### config.mk
export PLATFORM = sky130hd
export DESIGN_NAME = usbst_tracker
export DESIGN_NICKNAME = d
export VERILOG_FILES = /design/src/rtl/usbst_pkg.sv /design/src/rtl/usbst_change_detect.sv /design/src/rtl/usbst_prio_pick.sv /design/src/rtl/usbst_walker.sv /design/src/rtl/usbst_tracker.sv
export SDC_FILE = /design/constraint.sdc
export NUM_CORES = 1
export LEC_CHECK = 0
export ABC_AREA = 0
export BUFFER_PORTS_ARGS = -buffer_cell sky130_fd_sc_hd__clkbuf_2
export CORE_MARGIN = 1.5
export CORE_UTILIZATION = 30
export CTS_BUF_LIST = sky130_fd_sc_hd__clkbuf_4 sky130_fd_sc_hd__clkbuf_8 sky130_fd_sc_hd__clkbuf_16
export DETAILED_ROUTE_END_ITERATION = 16
export PLACE_DENSITY = 0.46
export REMOVE_ABC_BUFFERS = 1
export SKIP_CTS_REPAIR_TIMING = 1
export SLEW_MARGIN = 0
export SYNTH_ARGS = -nofsm -noshare
export SYNTH_HDL_FRONTEND = slang
export SYNTH_SLANG_ARGS = --single-unit
### constraint.sdc
create_clock -name clk -period 8.2 [get_ports clk]
set_input_delay 0.82 -clock clk [delete_from_list [all_inputs] [get_ports clk]]
set_output_delay 0.82 -clock clk [all_outputs]
set_load 0.01 [all_outputs]
### src/rtl/usbst_pkg.sv
package usbst_pkg;

  localparam int FLAG_W    = 7;
  localparam int F_ATTACH  = 0;
  localparam int F_RESET   = 1;
  localparam int F_DEFAULT = 2;
  localparam int F_SUSPEND = 3;
  localparam int F_WAKE    = 4;
  localparam int F_ADDR    = 5;
  localparam int F_CFG     = 6;

  // flags that start a walk; remote wakeup is excluded
  localparam logic [FLAG_W-1:0] WALK_MASK = ~(FLAG_W'(1) << F_WAKE);

  typedef enum logic [2:0] {
    ST_ATTACHED   = 3'd0,
    ST_POWERED    = 3'd1,
    ST_DEFAULT    = 3'd2,
    ST_ADDRESSED  = 3'd3,
    ST_CONFIGURED = 3'd4
  } dev_state_e;

  typedef enum logic [3:0] {
    EV_NONE      = 4'd0,
    EV_HUB_CFG   = 4'd1,
    EV_BUS_RESET = 4'd2,
    EV_ADDR_SET  = 4'd3,
    EV_CFG_SET   = 4'd4,
    EV_CFG_CLR   = 4'd5,
    EV_PWR_LOSS  = 4'd6,
    EV_HUB_RESET = 4'd7,
    EV_BUS_IDLE  = 4'd8,
    EV_BUS_ACT   = 4'd9
  } dev_event_e;

  function automatic dev_event_e step_up_event(input dev_state_e s);
    case (s)
      ST_ATTACHED:  return EV_HUB_CFG;
      ST_POWERED:   return EV_BUS_RESET;
      ST_DEFAULT:   return EV_ADDR_SET;
      ST_ADDRESSED: return EV_CFG_SET;
      default:      return EV_NONE;
    endcase
  endfunction

  function automatic dev_event_e step_down_event(input dev_state_e s);
    case (s)
      ST_CONFIGURED: return EV_CFG_CLR;
      ST_ADDRESSED:  return EV_BUS_RESET;
      ST_DEFAULT:    return EV_PWR_LOSS;
      ST_POWERED:    return EV_HUB_RESET;
      default:       return EV_NONE;
    endcase
  endfunction

endpackage

### src/rtl/usbst_change_detect.sv
module usbst_change_detect
  import usbst_pkg::*;
#(
  parameter int W = FLAG_W
) (
  input  logic         clk,
  input  logic         rst_n,
  input  logic         accept_i,
  input  logic [W-1:0] word_i,
  input  logic [W-1:0] clr_i,
  output logic [W-1:0] level_o,
  output logic [W-1:0] pending_o
);

  logic [W-1:0] snap_q;
  logic [W-1:0] pend_q;
  logic [W-1:0] pend_d;

  // one pending bit per flag: loaded from the difference, cleared by the walker
  for (genvar g = 0; g < W; g++) begin : g_flag
    assign pend_d[g] = accept_i ? ((word_i[g] ^ snap_q[g]) & WALK_MASK[g])
                                : (pend_q[g] & ~clr_i[g]);
  end

  always_ff @(posedge clk or negedge rst_n) begin
    if (!rst_n) begin
      snap_q <= '0;
      pend_q <= '0;
    end else begin
      if (accept_i) snap_q <= word_i;
      pend_q <= pend_d;
    end
  end

  assign level_o   = snap_q;
  assign pending_o = pend_q;

endmodule

### src/rtl/usbst_prio_pick.sv
module usbst_prio_pick #(
  parameter int W = 7
) (
  input  logic [W-1:0] req_i,
  output logic [W-1:0] sel_o
);

  // lowest index wins: bit order equals handling order
  always_comb begin
    sel_o = '0;
    for (int i = W - 1; i >= 0; i--) begin
      if (req_i[i]) sel_o = W'(1) << i;
    end
  end

endmodule

### src/rtl/usbst_walker.sv
module usbst_walker
  import usbst_pkg::*;
#(
  parameter int W = FLAG_W
) (
  input  logic         clk,
  input  logic         rst_n,
  input  logic [W-1:0] sel_i,
  input  logic [W-1:0] level_i,
  output logic [W-1:0] clr_o,
  output dev_state_e   state_o,
  output logic         evt_valid_o,
  output dev_event_e   evt_code_o
);

  dev_state_e state_q, state_d, tgt;
  dev_event_e evt_q, evt_d;
  logic       evt_valid_q;
  logic       rise, act, up, susp;

  // decode the selected flag into direction and target level
  always_comb begin
    rise = |(sel_i & level_i);
    act  = 1'b0;
    up   = rise;
    susp = 1'b0;
    tgt  = ST_ATTACHED;
    if (sel_i[F_ATTACH]) begin
      act = 1'b1;
      tgt = rise ? ST_POWERED : ST_ATTACHED;
    end else if (sel_i[F_RESET]) begin
      act = rise;
      up  = 1'b0;
      tgt = ST_POWERED;
    end else if (sel_i[F_DEFAULT]) begin
      act = 1'b1;
      tgt = rise ? ST_DEFAULT : ST_POWERED;
    end else if (sel_i[F_SUSPEND]) begin
      susp = 1'b1;
    end else if (sel_i[F_ADDR]) begin
      act = 1'b1;
      tgt = rise ? ST_ADDRESSED : ST_DEFAULT;
    end else if (sel_i[F_CFG]) begin
      act = 1'b1;
      tgt = rise ? ST_CONFIGURED : ST_ADDRESSED;
    end
  end

  // one step per cycle; the flag retires when its target is reached
  always_comb begin
    state_d = state_q;
    evt_d   = EV_NONE;
    clr_o   = '0;
    if (susp) begin
      evt_d = rise ? EV_BUS_IDLE : EV_BUS_ACT;
      clr_o = sel_i;
    end else if (act && up && (state_q < tgt)) begin
      state_d = dev_state_e'(state_q + 3'd1);
      evt_d   = step_up_event(state_q);
      if (state_d == tgt) clr_o = sel_i;
    end else if (act && !up && (state_q > tgt)) begin
      state_d = dev_state_e'(state_q - 3'd1);
      evt_d   = step_down_event(state_q);
      if (state_d == tgt) clr_o = sel_i;
    end else begin
      clr_o = sel_i;
    end
  end

  always_ff @(posedge clk or negedge rst_n) begin
    if (!rst_n) begin
      state_q     <= ST_ATTACHED;
      evt_q       <= EV_NONE;
      evt_valid_q <= 1'b0;
    end else begin
      state_q     <= state_d;
      evt_q       <= evt_d;
      evt_valid_q <= (evt_d != EV_NONE);
    end
  end

  assign state_o     = state_q;
  assign evt_code_o  = evt_q;
  assign evt_valid_o = evt_valid_q;

endmodule

### src/rtl/usbst_tracker.sv
module usbst_tracker
  import usbst_pkg::*;
(
  input  logic              clk,
  input  logic              rst_n,
  input  logic              stat_valid,
  input  logic [FLAG_W-1:0] stat_word,
  output logic              stat_ready,
  output logic [2:0]        dev_state,
  output logic              evt_valid,
  output logic [3:0]        evt_code
);

  logic [FLAG_W-1:0] level, pending, sel, clr;
  logic              accept;
  dev_state_e        state;
  dev_event_e        code;

  assign stat_ready = (pending == '0);
  assign accept     = stat_valid & stat_ready;

  usbst_change_detect #(.W(FLAG_W)) detect_i (
    .clk       (clk),
    .rst_n     (rst_n),
    .accept_i  (accept),
    .word_i    (stat_word),
    .clr_i     (clr),
    .level_o   (level),
    .pending_o (pending)
  );

  usbst_prio_pick #(.W(FLAG_W)) pick_i (
    .req_i (pending),
    .sel_o (sel)
  );

  usbst_walker #(.W(FLAG_W)) walk_i (
    .clk         (clk),
    .rst_n       (rst_n),
    .sel_i       (sel),
    .level_i     (level),
    .clr_o       (clr),
    .state_o     (state),
    .evt_valid_o (evt_valid),
    .evt_code_o  (code)
  );

  assign dev_state = state;
  assign evt_code  = code;

endmodule

After elaboration in Yosys (flattened, before gate mapping)
Index checks and enable logic that the tools add are counted.

storage, ports and cells
  bits in registers = 22

operators by class
  order comparisons = 2
  bitwise logic cells = 23
  $add $sub $neg = 2
  reduce and logical (&&, ||, !) cells = 11
  mux-type cells = 49
  equal/unequal tests = 6

operators by type and width
  operator               number
  $mux W7                12
  $mux W3                9
  $pmux W3 S4            2
  $mux W1                22
  $mux W4                3
  $and A1 B1 Y1          8
  $not A1 Y1             8
  $and A7 B7 Y7          1
  $logic_not A7 Y1       1
  $reduce_or A7 Y1       1
  $eq A3 B2 Y1 const B   2
  $eq A3 B3 Y1           2
  $xor A1 B1 Y1          6
  $logic_and A1 B1 Y1    4
  $reduce_bool A4 Y1     1
  $add A3 B1 Y3 const B  1
  $eq A3 B1 Y1 const B   1
  $eq A3 B3 Y1 const B   1
  $gt A3 B3 Y1           1
  $logic_not A3 Y1       1
  $lt A3 B3 Y1           1
  $sub A3 B1 Y3 const B  1
  $mux W2                1
  $reduce_and A2 Y1      1
  other kinds (2)        2

Depth between registers and ports, before layout
Gate-level depths: netlist (run 1).

  depth in word-level cells = 24
  depth in mapped cells = 15
  gate-level depth less buffers = 13

Cells and area by module
Synthesis (run 1) repeated with hierarchy kept, for this count alone.

second synthesis, totals
  cell total of the unflattened synthesis = 170
  area, all modules = 1685.4 µm²

modules (own cells, without submodules)
  module               times used  sequential area each (µm²)  area an instance (µm²)  cells each
  usbst_walker         1           200.2                       932.1                   115
  usbst_change_detect  1           350.3                       643.1                   42
  usbst_prio_pick      1           0.0                         73.8                    9
  usbst_tracker        1           0.0                         36.3                    4

Least setup slack after synthesis (run 1)
No wires, ideal clock.

  path kind = register to register
  from = register detect_i.pend_q[0], in the netlist detect_i.pending_o[0]
  to = register walk_i.evt_valid_q, in the netlist walk_i.evt_valid_o
  slack = 5.252 ns
  cell stages (with the launch flop) = 14
  arrival = 2.810 ns
  cell sequence = dfrtp_1 buf_4 nor3_4 o311ai_0 o21a_1 a21oi_1 mux2i_1 ha_1 nor2b_1 o21ai_0 and4_2 a221oi_1 nor2_1 or4b_1

on the way
  word-level cells in the longest chain between the ends = 16
  elaborated cells on any way between the ends = 37
  those cells by class = order compare (2); mux (27); bitwise (1); reduce/logical (7)

ends and longest elaborated chain
  element                 line                       text
  from (decl)             usbst_change_detect.sv:16  logic [W-1:0] pend_q;
  from (signal assigned)  usbst_change_detect.sv:31  pend_q <= pend_d;
  $mux W7 *               usbst_prio_pick.sv:12      if (req_i[i]) sel_o = W'(1) << i;
  $and A7 B7 Y7           usbst_walker.sv:23         rise = |(sel_i & level_i);
  $reduce_or A7 Y1        usbst_walker.sv:23
  $mux W3                 usbst_walker.sv:45         tgt = rise ? ST_CONFIGURED : ST_ADDRESSED;
  $mux W3                 usbst_walker.sv:43         end else if (sel_i[F_CFG]) begin
  $mux W3                 usbst_walker.sv:40         end else if (sel_i[F_ADDR]) begin
  $mux W3                 usbst_walker.sv:38         end else if (sel_i[F_SUSPEND]) begin
  $mux W3                 usbst_walker.sv:35         end else if (sel_i[F_DEFAULT]) begin
  $mux W3                 usbst_walker.sv:31         end else if (sel_i[F_RESET]) begin
  $mux W3                 usbst_walker.sv:28         if (sel_i[F_ATTACH]) begin
  $gt A3 B3 Y1            usbst_walker.sv:61         end else if (act && !up && (state_q > tgt)) begin
  $logic_and A1 B1 Y1     usbst_walker.sv:61
  $mux W4                 usbst_walker.sv:61
  $mux W4                 usbst_walker.sv:57         end else if (act && up && (state_q < tgt)) begin
  $mux W4 *               usbst_walker.sv:54         if (susp) begin
  net walk_i.evt_d[2]     usbst_walker.sv:17         dev_event_e evt_q, evt_d;
  $reduce_bool A4 Y1 *    usbst_walker.sv:78         evt_valid_q <= (evt_d != EV_NONE);
  to (signal assigned)    usbst_walker.sv:78
  to (decl)               usbst_walker.sv:18         logic evt_valid_q;

The timed path passes the listed nets; every way through them passes the cells marked *.
A chain may end at the register's enable or synchronous reset.

Worst setup path in the final report (run 1)
Ends and elaborated chain as after synthesis.

==> results.tsv, run 1 <==
metric	value	unit
pin count of the biggest net entering global routing	23	
ant diodes	0	
area grow syn2layout	12.7	%
total of max-cap violations	0	
Final Hold Vio Count	0	
r2r setup slk	4.80	ns
vias in the first global route	1291	
GRT Total Usage	14.8	%
Cell Chain, Critical Path	or3_1, nor2_1, nand2_1, nand2b_1, a21oi_1, mux2i_1, ha_1, nor2b_1, o21ai_0, a2111oi_0, a221oi_1, nor2_1, or4b_1	
remaining antenna violation count after routing	0	
max incr delay on CP	0.57	ns
commonest non-fill, non-tap cell in the layout	dfrtp_1	
clk root buf	clkbuf_8	
drt drc	0	
port buffer count	18	
die height	74.5	um
WS Path Type	reg2reg	
Nets	194	
routed len/inst	14.1	um
sequential area share after synthesis	35.9	%
Setup crit end kind	register	
critical path depth	13	
Pins Over Slew Limit	0	
wirelength, routed	3390	um
max_slew headroom	61.2	%
Initial Utilization	31.8	%
TritonCTS clock tree	built	
Distinct cells, synth	59	
dominant synthesized flop cell	dfrtp_1	
Die Width	74.5	um
family with the most delay on the worst path	simple AND/OR/NAND/NOR gates	
share of async-settable or async-resettable flops after synthesis	100	%
DR iter-0 viols	43	
register bit total from synthesis	22	
Slew @ Worst Pin	0.576	ns
skew final	0.00549	ns
number of clock sinks	22	
Post-Layout Inst Area	1730	um^2
routed vias	1212	
Register-to-Register Path Depth	13	
Reg-to-Reg End	walk_i.evt_valid_o	
top cell type's share of synthesized area	35.9	%
CTS Buf Count	3	
grt ovf	0	
Hold Path Class	in2async	
worst setup path end	walk_i.evt_valid_o	
post-route minimum period	3.40	ns
final setup vio count	0	
post-DP HPWL	2680	um
Cells after Synth	155	
I/O pin total	19	
Avg Synthesized Cell Area	9.88	um^2
Core Box Area	4820	um^2
layout cells sized above 1	23.7	%
Startpoint Class	register	
num rows	25	
global-route wire length before repair	6260	um
DIE AREA	5540	um^2
CP max-delay cell	or3_1	
CP Max Fanout	12	
drt pass-1 iters	4	
period utilization	41.5	%
RSZ-0062 raised after global routing	false	
setup TNS	0	ns
leading area contributor after synthesis	dfrtp_1	
achievable frequency	0.294	GHz
htree depth	1	
via/cell ratio	5.05	
Post-synth EDFFs	0	
Worst Path Required	8.34	ns
worst r2r src	detect_i.pending_o[0]	
Setup crit start	detect_i.pending_o[0]	
worst skew pair latency	0.27	ns
CP arrival	3.55	ns
Yosys warning count	0	
cell area after synthesis	1530	um^2
most frequent cells in the layout	dfrtp_1 (22), clkbuf_2 (18), inv_1 (12)	
most frequent CP cell	nor2_1	
final RePlAce weighted congestion	0.810	
buffers plus inverters on the worst setup path	0	
status	completed	
maximum clock path buffer count	2	
main area contributors after synthesis	dfrtp_1 (36%), ha_1 (8.2%), mux2_2 (5.1%), xnor2_1 (4.0%), inv_1 (2.9%)	
post-place instance area	1670	um^2
initial antenna violation count	0	
Clock transition at path regs	0.08	ns
## worst min path at each step
stage,to,slack [ns],depth (start not counted)
after CTS,walk_i.evt_code_o[0],0.52,1
after floorplan,walk_i.evt_code_o[0],0.47,1
after detailed placement,walk_i.evt_code_o[0],0.50,1
after global placement,walk_i.evt_code_o[0],0.50,1
final,detect_i.level_o[0],0.52,1
after global routing,detect_i.level_o[4],0.55,1
## area by class of cell
class                      count  area, um^2
fill                         522        3090
multi-input combinational    117         902
sequential                    22         551
timing repair buffer          18        90.1
tap                           67        83.8
clock buffer                   4        55.1
inverter                      12        45.0
## per-stage QoR
step | hold WS, ns | worst slack, ns | util [%] | cells
after floorplan | 0.473 | 5.20 | - | 151
after global placement | 0.501 | 4.93 | 34.7 | 236
after detailed placement | 0.505 | 4.84 | 34.7 | 236
after CTS | 0.517 | 4.81 | 35.8 | 240
after global routing | 0.546 | 4.43 | 35.8 | 240
final | 0.518 | 4.80 | 35.8 | 240
## synthesized netlist by cell type, types with 4 or more instances
cell type  count
dfrtp_1       22
inv_1         12
ha_1          10
nand2_1       10
nor2_1         9
o21ai_0        8
mux2_2         7
xnor2_1        7
a21oi_1        6
nor3_1         4
## metal layers
| layer | vias to the layer above | routed length, um | track usage [%] |
|---|---|---|---|
| li1 | 608 | - | - |
| met5 | - | 0 | 0 |
| met1 | 575 | 1640 | 20.1 |
| met2 | 23 | 1580 | 23.4 |
| met3 | 6 | 92 | 1.63 |
| met4 | 0 | 80 | 7.47 |
## registers in the layout, indices dropped and copies added (netlist names)
signal,count
walk_i.evt_code_o,4
walk_i.evt_valid_o,1
walk_i.state_o,3
detect_i.pending_o,7
detect_i.level_o,7
## kinds of logic (layout without fill, tap and decap cells)
kind of cell | after synthesis | after routing | share of synthesized area (%)
flops | 22 | 22 | 35.9
compound gates | 44 | 44 | 21.8
mux | 9 | 9 | 6.45
fa+ha+maj | 10 | 10 | 8.17
xor+xnor | 8 | 8 | 4.58
simple gates | 46 | 46 | 17.9
buf+inv | 16 | 34 | 5.15
Power of run 1 is not shown: default switching activity piles up to over one toggle a cycle in this logic, so the estimate is an artifact.
==> inputs of run 2 (changes only) <==
- PLACE_DENSITY: 0.46 -> 0.47
- clock period: 8.2 -> 2.99 ns (I/O delays scaled with it)
==> run 2 against run 1 <==
Utilization up 5.6 points. First-iteration DRC count increased by 2.3%. Clock skew decreased by 0.0033 ns. Global-route usage shrank 0.10 points. Non-clock buffer count grew 25. Critical endpoint is now walk_i.evt_code_o[0]. Die area stayed put. Wire length up 14%. Setup slack worse by 4.7 ns. Via count increased by 9.7%.
==> results.tsv, run 2 (same netlist as run 1, synthesis figures left out) <==
metric	value	unit
via/cell ratio	5.02	
post-DP HPWL	2950	um
ant diodes	0	
final RePlAce weighted congestion	0.883	
Pins Over Slew Limit	0	
clk root buf	clkbuf_8	
routed vias	1330	
I/O pin total	19	
max incr delay on CP	0.46	ns
DR iter-0 viols	44	
status	completed	
remaining antenna violation count after routing	0	
die height	74.5	um
Startpoint Class	register	
Hold Path Class	in2async	
Cell Chain, Critical Path	nor3_4, o311ai_4, o21a_1, a21oi_2, mux2i_1, ha_1, and3_4, a211o_2, a21o_4, o22a_1, buf_4, mux2i_1	
CP max-delay cell	dfrtp_2	
drt drc	0	
Fillers	501	
RSZ-0062 raised after global routing	true	
most frequent CP cell	mux2i_1	
drt pass-1 iters	5	
Final Hold Vio Count	0	
DIE AREA	5540	um^2
period utilization	96.9	%
Final Non-Filler Cells	265	
number of clock sinks	22	
initial antenna violation count	0	
Die Width	74.5	um
routed len/inst	14.6	um
Core Box Area	4820	um^2
WS Path Type	reg2reg	
Setup Slack @ Placement	-0.0784	ns
grt ovf	0	
Slew @ Worst Pin	0.663	ns
worst skew pair latency	0.27	ns
vias in the first global route	1318	
htree depth	1	
maximum clock path buffer count	2	
Nets	219	
max_slew headroom	55.3	%
worst r2r src	detect_i.pending_o[1]	
layout cells sized above 1	41.9	%
Setup crit end kind	register	
Cells after DPL	258	
wirelength, routed	3870	um
CP arrival	3.09	ns
r2r setup slk	0.09	ns
Clock transition at path regs	0.08	ns
final setup vio count	0	
GRT Total Usage	14.7	%
CTS Buf Count	3	
Worst Path Required	3.19	ns
commonest non-fill, non-tap cell in the layout	buf_4	
port buffer count	18	
global-route wire length before repair	6220	um
total of max-cap violations	0	
num rows	25	
Register-to-Register Path Depth	12	
TritonCTS clock tree	built	
Final WS setup	0.0937	ns
Initial Utilization	31.8	%
post-route minimum period	2.90	ns
pin count of the biggest net entering global routing	23	
skew final	0.00221	ns
most frequent cells in the layout	buf_4 (25), dfrtp_1 (18), clkbuf_2 (18)	
achievable frequency	0.345	GHz
area grow syn2layout	30.4	%
CP Max Fanout	7	
Reg-to-Reg End	walk_i.evt_code_o[0]	
==> run 2: per-layer routing <==
layer / routed length [um] / vias up / part of all wire [%] / global-route usage, %
met5: 0 / - / 0 / 0
met2: 1960 / 17 / 51 / 25.3
met1: 1800 / 652 / 47 / 19.3
li1: - / 657 / - / -
met4: 31 / 0 / 0.80 / 4.24
met3: 73 / 4 / 1.9 / 2.03
==> run 2: how the worst max path moves through the flow <==
stage | to | slack [ns] | cells past startpoint | start
final | walk_i.evt_code_o[0] | 0.09 | 12 | detect_i.pending_o[1]
after global routing | walk_i.evt_valid_o | -0.06 | 13 | detect_i.pending_o[1]
after CTS | walk_i.evt_valid_o | -0.14 | 13 | detect_i.pending_o[0]
after detailed placement | walk_i.evt_valid_o | -0.08 | 13 | detect_i.pending_o[2]
after global placement | walk_i.evt_valid_o | -0.02 | 13 | detect_i.pending_o[0]
after floorplan | walk_i.evt_valid_o | -0.01 | 10 | detect_i.pending_o[0]
==> run 2: area by class of cell <==
cell class / instances / area, um^2 / area share [%]
multi-input combinational: 117 / 980 / 49.1
clock buffer: 4 / 55.1 / 2.76
inverter: 12 / 45.0 / 2.26
tap: 67 / 83.8 / 4.20
sequential: 22 / 556 / 27.8
timing repair buffer: 43 / 278 / 13.9
==> run 2: through the flow <==
step                utilization, %  hold slack, ns  TNS, ns  area, um^2
floorplan                        -         0.00341  -0.0127        1500
global placement              38.1           0.324  -0.0199        1840
detailed placement            38.1           0.338  -0.0784        1840
CTS                           39.3          0.0430   -0.170        1890
global route                  41.5          0.0520  -0.0817        2000
finish                        41.5          0.0129        0        2000
==> run 2: critical path, delay by kind of cell, from the launching register on <==
family / cells / cell delay [ns]
compound gates: 6 / 1.26
fa+ha+maj: 1 / 0.30
mux: 2 / 0.19
flops: 1 / 0.46
buf+inv: 1 / 0.14
simple gates: 2 / 0.47
Power of run 2 is left out for the same reason.
==> inputs of run 3 (changes only) <==
- ABC_CLOCK_PERIOD_IN_PS: not set -> 3300
- CORE_ASPECT_RATIO: not set -> 1.4
- PLACE_DENSITY: 0.47 -> 0.46
- clock period: 2.99 -> 3.3 ns (I/O delays scaled with it)
==> run 3 against run 2 <==
Global-route usage decreased by 0.70 points. Clock-buffer cell count unchanged. Setup slack improved by 0.19 ns. Final cell count is 9.1% lower. Die area grew 0.11%.
==> results.tsv, run 3 (same netlist as run 1, synthesis figures left out) <==
metric	value	unit
drt pass-1 iters	4	
Seq. cell area	554	um^2
Reg-to-Reg End	walk_i.evt_valid_o	
layout cells sized above 1	28.2	%
post-DP HPWL	2830	um
CTS Buf Count	3	
commonest non-fill, non-tap cell in the layout	dfrtp_1	
most frequent CP cell	nor2_1	
max_slew headroom	58.0	%
post-route minimum period	3.01	ns
global routing usage on met2	26.0	%
setup TNS	0	ns
Hold Path Class	in2async	
vias in the first global route	1260	
skew final	0.00680	ns
grt ovf	0	
Cell Chain, Critical Path	or3_4, nor2_1, nand2_1, nand2b_1, a21oi_1, mux2i_1, ha_1, nor2b_1, o21ai_1, a2111oi_0, a221oi_1, nor2_1, or4b_1	
TritonCTS clock tree	built	
drt drc	0	
area grow syn2layout	15.4	%
remaining antenna violation count after routing	0	
CP Max Fanout	9	
Startpoint Class	register	
global-route wire length before repair	6040	um
achievable frequency	0.332	GHz
DIE AREA	5550	um^2
GRT Total Usage	14.0	%
Slew @ Worst Pin	0.624	ns
final RePlAce weighted congestion	0.919	
family with the most delay on the worst path	simple AND/OR/NAND/NOR gates	
Clock transition at path regs	0.09	ns
I/O pin total	19	
worst skew pair latency	0.27	ns
routed vias	1240	
multi-input logic area	912	um^2
routing usage on met3	1.80	%
worst r2r src	detect_i.pending_o[0]	
Initial Utilization	31.4	%
initial antenna violation count	0	
most frequent cells in the layout	dfrtp_1 (19), clkbuf_2 (18), inv_1 (12)	
Register-to-Register Path Depth	13	
htree depth	1	
CP max-delay cell	or4b_1	
WS Path Type	reg2reg	
die height	87.5	um
Setup crit end kind	register	
clk root buf	clkbuf_8	
number of clock sinks	22	
via/cell ratio	5.15	
CP arrival	3.16	ns
num rows	30	
global routing usage on met1	16.2	%
port buffer count	18	
r2r setup slk	0.29	ns
Final Hold Vio Count	0	
Fillers	525	
final setup vio count	0	
maximum clock path buffer count	2	
status	completed	
Nets	198	
pin count of the biggest net entering global routing	23	
gr busiest metal	met2	
DR iter-0 viols	39	
Core Box Area	4880	um^2
buffers plus inverters on the worst setup path	0	
Die Width	63.4	um
routed len/inst	14.9	um
RSZ-0062 raised after global routing	false	
total of max-cap violations	0	
ant diodes	0	
wirelength, routed	3590	um
max incr delay on CP	0.49	ns
Worst Path Required	3.44	ns
Pins Over Slew Limit	0	
period utilization	91.4	%
-- run 3: layout make-up --
cell class              count  area share (%)
clock buffers               4            3.12
inverters                  12            2.55
multi-input cells         117            51.6
flip-flops and latches     22            31.4
well taps                  64            4.53
repair buffers             22            6.80
-- run 3: worst max path at each step --
| stage | to | start | cells past startpoint | slack (ns) |
|---|---|---|---|---|
| floorplan | walk_i.evt_valid_o | detect_i.pending_o[0] | 10 | 0.30 |
| global placement | walk_i.evt_valid_o | detect_i.pending_o[3] | 11 | 0.13 |
| detailed placement | walk_i.evt_valid_o | detect_i.pending_o[0] | 13 | 0.1 |
| CTS | walk_i.evt_valid_o | detect_i.pending_o[0] | 13 | 0.07 |
| global route | walk_i.evt_valid_o | detect_i.pending_o[0] | 13 | 0.01 |
| finish | walk_i.evt_valid_o | detect_i.pending_o[0] | 13 | 0.29 |
-- run 3: per-stage QoR --
step	instances	instance area (um^2)	worst slack [ns]	hold WS [ns]	utilization (%)
after global routing	241	1770	0.0122	0.0744	36.2
after detailed placement	237	1700	0.0984	0.361	34.8
after floorplan	151	1500	0.297	0.0344	-
final	241	1770	0.285	0.0398	36.2
after CTS	241	1750	0.0732	0.0606	35.9
after global placement	237	1700	0.131	0.355	34.8
-- run 3: metal layers --
metal | routed length [um] | share of wire [%] | vias to the layer above
li1 | - | - | 622
met2 | 1900 | 53 | 20
met4 | 62 | 1.7 | 0
met3 | 87 | 2.4 | 6
met5 | 0 | 0 | -
met1 | 1540 | 43 | 592
Power of run 3 is left out for the same reason.
